`config.mk`:
```
export PLATFORM = sky130hd
export DESIGN_NAME = tiled_dram_addr_gen
export DESIGN_NICKNAME = d
export VERILOG_FILES = /design/src/rtl/tdag_pkg.sv /design/src/rtl/tdag_tile_walker.sv /design/src/rtl/tdag_addr_map.sv /design/src/rtl/tdag_ctrl.sv /design/src/rtl/tiled_dram_addr_gen.sv
export SDC_FILE = /design/constraint.sdc
export NUM_CORES = 1
export LEC_CHECK = 0
export ABC_AREA = 0
export BUFFER_PORTS_ARGS = -buffer_cell sky130_fd_sc_hd__buf_2
export CAP_MARGIN = 10
export CORE_ASPECT_RATIO = 0.6
export CORE_MARGIN = 2
export CORE_UTILIZATION = 57
export DETAILED_ROUTE_END_ITERATION = 16
export GPL_TIMING_DRIVEN = 0
export HOLD_SLACK_MARGIN = 0.12
export PLACE_DENSITY_LB_ADDON = 0.2
export SLEW_MARGIN = 20
export SYNTH_ARGS = -nofsm -noshare
export SYNTH_HDL_FRONTEND = slang
export SYNTH_SLANG_ARGS = --single-unit
```
`constraint.sdc`:
```
create_clock -name clk -period 5.6 [get_ports clk]
set_input_delay 1.12 -clock clk [delete_from_list [all_inputs] [get_ports clk]]
set_output_delay 1.12 -clock clk [all_outputs]
set_load 0.03 [all_outputs]
```
`src/rtl/tdag_pkg.sv`:
```
package tdag_pkg;

  typedef enum logic {
    PH_RD = 1'b0,
    PH_WR = 1'b1
  } phase_e;

endpackage

```
`src/rtl/tdag_tile_walker.sv`:
```
module tdag_tile_walker #(
  parameter int TILES = 8,
  parameter int CNT_W = 3
) (
  input  logic             clk,
  input  logic             rst_n,
  input  logic             load,
  input  logic             col_mode,
  input  logic             adv,
  output logic [CNT_W-1:0] tr,
  output logic [CNT_W-1:0] tc,
  output logic             last
);

  localparam logic [CNT_W-1:0] TOP = CNT_W'(TILES - 1);

  logic [CNT_W-1:0] fast_q, slow_q;
  logic             fast_wrap;

  assign fast_wrap = (fast_q == TOP);

  always_ff @(posedge clk) begin
    if (!rst_n || load) begin
      fast_q <= '0;
      slow_q <= '0;
    end else if (adv) begin
      if (fast_wrap) begin
        fast_q <= '0;
        slow_q <= slow_q + 1'b1;
      end else begin
        fast_q <= fast_q + 1'b1;
      end
    end
  end

  // The fast counter runs along tc in a row pass and along tr in a column pass.
  always_comb begin
    if (col_mode) begin
      tr = fast_q;
      tc = slow_q;
    end else begin
      tr = slow_q;
      tc = fast_q;
    end
  end

  assign last = fast_wrap && (slow_q == TOP);

endmodule

```
`src/rtl/tdag_addr_map.sv`:
```
module tdag_addr_map
  import tdag_pkg::*;
#(
  parameter int ADDR_W = 24,
  parameter int CNT_W  = 3
) (
  input  logic [ADDR_W-1:0] rd_base,
  input  logic [ADDR_W-1:0] wr_base,
  input  phase_e            phase,
  input  logic [CNT_W-1:0]  tr,
  input  logic [CNT_W-1:0]  tc,
  output logic [ADDR_W-1:0] row
);

  localparam int PAD = ADDR_W - 2 * CNT_W;

  logic [ADDR_W-1:0] offset;

  // tr*TILES + tc is a plain concatenation because TILES is a power of two.
  generate
    if (PAD > 0) begin : g_pad
      assign offset = {{PAD{1'b0}}, tr, tc};
    end else begin : g_nopad
      assign offset = {tr, tc};
    end
  endgenerate

  assign row = ((phase == PH_WR) ? wr_base : rd_base) + offset;

endmodule

```
`src/rtl/tdag_ctrl.sv`:
```
module tdag_ctrl
  import tdag_pkg::*;
#(
  parameter int ADDR_W = 24
) (
  input  logic              clk,
  input  logic              rst_n,
  input  logic              start,
  input  logic              col_pass,
  input  logic [ADDR_W-1:0] rd_base,
  input  logic [ADDR_W-1:0] wr_base,
  input  logic              cmd_ready,
  input  logic              tile_last,
  output logic              busy,
  output phase_e            phase,
  output logic              col_mode,
  output logic [ADDR_W-1:0] rd_base_q,
  output logic [ADDR_W-1:0] wr_base_q,
  output logic              load,
  output logic              tile_adv,
  output logic              done
);

  logic hs;

  assign hs       = busy && cmd_ready;
  assign load     = start && !busy;
  assign tile_adv = hs && (phase == PH_WR);

  always_ff @(posedge clk) begin
    if (!rst_n) begin
      busy      <= 1'b0;
      phase     <= PH_RD;
      col_mode  <= 1'b0;
      rd_base_q <= '0;
      wr_base_q <= '0;
      done      <= 1'b0;
    end else begin
      done <= tile_adv && tile_last;
      if (load) begin
        busy      <= 1'b1;
        phase     <= PH_RD;
        col_mode  <= col_pass;
        rd_base_q <= rd_base;
        wr_base_q <= wr_base;
      end else if (hs) begin
        if (phase == PH_RD) begin
          phase <= PH_WR;
        end else begin
          phase <= PH_RD;
          if (tile_last) busy <= 1'b0;
        end
      end
    end
  end

endmodule

```
`src/rtl/tiled_dram_addr_gen.sv`:
```
module tiled_dram_addr_gen
  import tdag_pkg::*;
#(
  parameter int N_DIM  = 64,
  parameter int K_DIM  = 8,
  parameter int ADDR_W = 24,
  localparam int TILES = N_DIM / K_DIM,
  localparam int CNT_W = $clog2(TILES),
  localparam int BURST = K_DIM * K_DIM,
  localparam int LEN_W = $clog2(BURST) + 1
) (
  input  logic              clk,
  input  logic              rst_n,
  input  logic              start,
  input  logic              col_pass,
  input  logic [ADDR_W-1:0] rd_base,
  input  logic [ADDR_W-1:0] wr_base,
  output logic              cmd_valid,
  input  logic              cmd_ready,
  output logic [ADDR_W-1:0] cmd_row,
  output logic [LEN_W-1:0]  cmd_len,
  output logic              cmd_write,
  output logic              done
);

  logic              busy, col_mode, load, tile_adv, tile_last;
  phase_e            phase;
  logic [ADDR_W-1:0] rd_base_q, wr_base_q;
  logic [CNT_W-1:0]  tr, tc;

  tdag_ctrl #(.ADDR_W(ADDR_W)) ctrl_i (
    .clk       (clk),
    .rst_n     (rst_n),
    .start     (start),
    .col_pass  (col_pass),
    .rd_base   (rd_base),
    .wr_base   (wr_base),
    .cmd_ready (cmd_ready),
    .tile_last (tile_last),
    .busy      (busy),
    .phase     (phase),
    .col_mode  (col_mode),
    .rd_base_q (rd_base_q),
    .wr_base_q (wr_base_q),
    .load      (load),
    .tile_adv  (tile_adv),
    .done      (done)
  );

  tdag_tile_walker #(.TILES(TILES), .CNT_W(CNT_W)) walk_i (
    .clk      (clk),
    .rst_n    (rst_n),
    .load     (load),
    .col_mode (col_mode),
    .adv      (tile_adv),
    .tr       (tr),
    .tc       (tc),
    .last     (tile_last)
  );

  tdag_addr_map #(.ADDR_W(ADDR_W), .CNT_W(CNT_W)) map_i (
    .rd_base (rd_base_q),
    .wr_base (wr_base_q),
    .phase   (phase),
    .tr      (tr),
    .tc      (tc),
    .row     (cmd_row)
  );

  assign cmd_valid = busy;
  assign cmd_write = (phase == PH_WR);
  assign cmd_len   = LEN_W'(BURST);

endmodule

```
==> results.json <==
{
  "outcome": "completed",
  "die_x_um": 102,
  "hold_end": "ctrl_i.rd_base_q[22]$_SDFFE_PN0P_",
  "crit_buf_inv": 5,
  "cts_tree": "yes",
  "clkLatencyLatePin_ps": 350,
  "worstPathRequired_ps": 4480,
  "fmax_ghz": 0.201,
  "synth_top_area_share_pct": 35.7,
  "final_util_pct": 71.4,
  "grt_max_degree": 11,
  "ys_warn_count": 0,
  "cts_inserted_buffers": 9,
  "dp_hpwl_um": 6490,
  "initial_utilization_pct": 58.7,
  "period_minus_slack_ps": 4990,
  "cts.sinks": 58,
  "tns_ps": 0,
  "worst_pin_slew_ps": 506,
  "fillers": 470,
  "p_per_area_mw_per_mm2": 257,
  "grt_util_all_layers_pct": 28.4,
  "whs_path_depth": 2,
  "async_flop_share_pct": 0,
  "finalSetupViolCount": 0,
  "start_kind": "register",
  "drtAntennaViolNets": 0,
  "cts_max_level": 3,
  "wl_um": 8770,
  "crit_type": "reg2out",
  "ys.flop_type": "dfxtp_1",
  "clock_skew_ps": 8.69,
  "timing.rr.start": "ctrl_i.phase$_SDFFE_PP0P_",
  "relSlewSlack_pct": 66.3,
  "grt_pass1_wl_um": 13800,
  "slew_viol_final": 0,
  "peakVddDrop_mv": 0.150,
  "multiInputGateArea_mm2": 0.00193,
  "ff_latch_area_mm2": 0.00116,
  "rsz0062_at_grt": "false",
  "ys_seq_elements": 58,
  "stdcell_count": 576,
  "r2r-end": "ctrl_i.phase$_SDFFE_PP0P_",
  "layout-drive-gt1-share_pct": 26.6,
  "max_cap_viol_count": 0,
  "final_cell_mix": "111 x nand2_1, 81 x buf_2, 58 x dfxtp_1, 56 x a21oi_1, 20 x mux2i_1",
  "slowest_delay_ps": 410,
  "ys_seq_area_share_pct": 35.7,
  "die-area_mm2": 0.00635,
  "viasPerCell": 5.38,
  "placed_cells": 561,
  "synthCells": 397,
  "worst_setup_path_end_kind": "output port",
  "reg2reg_slack_ps": 3870,
  "cp_cell_sequence": "buf_6 > buf_12 > buf_6 > buf_2 > mux2_2 > ha_1 > fa_1 > a21o_1 > a221o_2 > nand3_4 > nor4_2 > xnor2_1 > buf_2",
  "nets": 556,
  "wl_per_cell_um": 15.2,
  "final_common_cell": "nand2_1",
  "reg2reg_depth": 7,
  "syn_to_final_growth_pct": 21.5,
  "hold_class": "reg2reg",
  "diodes": 0,
  "drt-pass1-iter-count": 5,
  "drc": 0,
  "antenna_found_initial": 0,
  "whs_ps": 457,
  "root_buffer": "clkbuf_8",
  "rows": 21,
  "die_height_um": 62.6,
  "gp_congestion": 0.922,
  "ctsHoldBuffers": 0,
  "vias": 3101,
  "fin_area_mm2": 0.00396,
  "portBuffers": 79,
  "synth_area_leaders": "dfxtp_1 36%, nand2_1 13%, a21oi_1 8.6%",
  "synth.distinct_cells": 45,
  "syn_area_mm2": 0.00326,
  "cpMaxStageDelayCell": "mux2_2",
  "cpLargestDelayFamily": "buffers and inverters",
  "cp.arrival_ps": 3870,
  "path_max_fanout": 10,
  "place_area_mm2": 0.00377,
  "cts_setup_buffers": 0,
  "hold_start": "ctrl_i.rd_base_q[22]$_SDFFE_PN0P_",
  "synth_edf_count": 0,
  "pin_count": 87,
  "grt-ovfl-total": 0,
  "power.leakage_nw": 1.77,
  "cts.clk_slew.worst_paths_ps": 70,
  "post-route-period-util_pct": 89.1,
  "cts_resized": 0,
  "synth_area_per_cell_um2": 8.20,
  "core_mm2": 0.00554,
  "cts_max_path_buffers": 2,
  "finalHoldViolations": 0,
  "grt_pass1_vias": 2893,
  "yosysTopAreaCell": "dfxtp_1",
  "initialDrtViolationCount": 131
}
[per-layer routing]
layer	GRT usage, %	share of wire [%]	wire length [um]	vias up
met3	8.95	9.9	869	20
met2	42.7	44	3820	167
met1	38.8	45	3950	1385
met5	0	0	0	-
met4	9.29	1.4	127	0
li1	-	-	-	1529
[flip-flops by register name (all words and copies together) (netlist names)]
| register | cells |
|---|---|
| ctrl_i.rd_base_q | 24 |
| ctrl_i.wr_base_q | 24 |
| walk_i.fast_q | 3 |
| walk_i.slow_q | 3 |
| ctrl_i.busy | 1 |
| ctrl_i.col_mode | 1 |
| ctrl_i.done | 1 |
| ctrl_i.phase | 1 |
[logic make-up (layout without fill, tap and decap cells)]
group	count (synthesis)	in the layout	synth area share, %
simple gates	161	161	23.4
compound gates	75	75	13.2
flops	58	58	35.7
mux	33	33	10.6
buf+inv	32	126	5.76
xor+xnor	25	25	6.72
fa+ha+maj	11	11	4.46
other cells	2	7	0.231
[where the power goes]
group	total, mW	switching, mW	leakage [nW]	internal [mW]
Sequential	0.456	0.0207	0.475	0.435
Clock	0.383	0.169	0.0962	0.214
Combinational	0.179	0.113	1.20	0.0660
Total	1.02	0.303	1.77	0.715
[synthesized netlist by cell type (3+ instances only)]
master and instances:
dfxtp_1 58, mux2_2 13, o21ai_0 3, xnor2_1 17, buf_6 3, a21oi_1 56
mux2i_1 20, buf_4 7, xor2_1 8, o21ai_1 4, a21o_1 3, clkbuf_1 16
ha_1 10, nand2_1 111, nand3_1 8, nor2_1 16, nand4_1 8
[worst reg2reg max path: stages, from the launching register on]
cell     delay (ps)
dfxtp_1         380
buf_6           170
buf_12          140
buf_6           160
buf_2           320
nor3b_1         300
a21oi_1          90
nor2_1          100
[worst max-delay path by stage]
stage	from	end	slack, ps	depth (start not counted)
5_1_grt	ctrl_i.phase$_SDFFE_PP0P_	cmd_row[18]	510	13
3_5_place_dp	ctrl_i.phase$_SDFFE_PP0P_	cmd_row[22]	1070	13
6_report	ctrl_i.phase$_SDFFE_PP0P_	cmd_row[22]	610	13
3_3_place_gp	ctrl_i.phase$_SDFFE_PP0P_	cmd_row[18]	1130	13
2_1_floorplan	ctrl_i.phase$_SDFFE_PP0P_	cmd_row[18]	1050	12
4_1_cts	ctrl_i.phase$_SDFFE_PP0P_	cmd_row[22]	670	13
[cell type report]
class,count,area share (%)
timing repair buffer,79,9.99
clock buffer,12,3.67
sequential,58,29.3
buffer,29,4.46
multi-input combinational,312,48.7
inverter,3,0.285
tap,80,2.53
clock inverter,3,1.01
[metrics by stage]
step,power (mW),worst slack (ps)
after floorplan,0.581,1050
after global placement,0.635,1130
after detailed placement,0.639,1070
after CTS,1.02,669
after global routing,1.05,506
final,1.02,613
(Power assumes the default switching activity.)
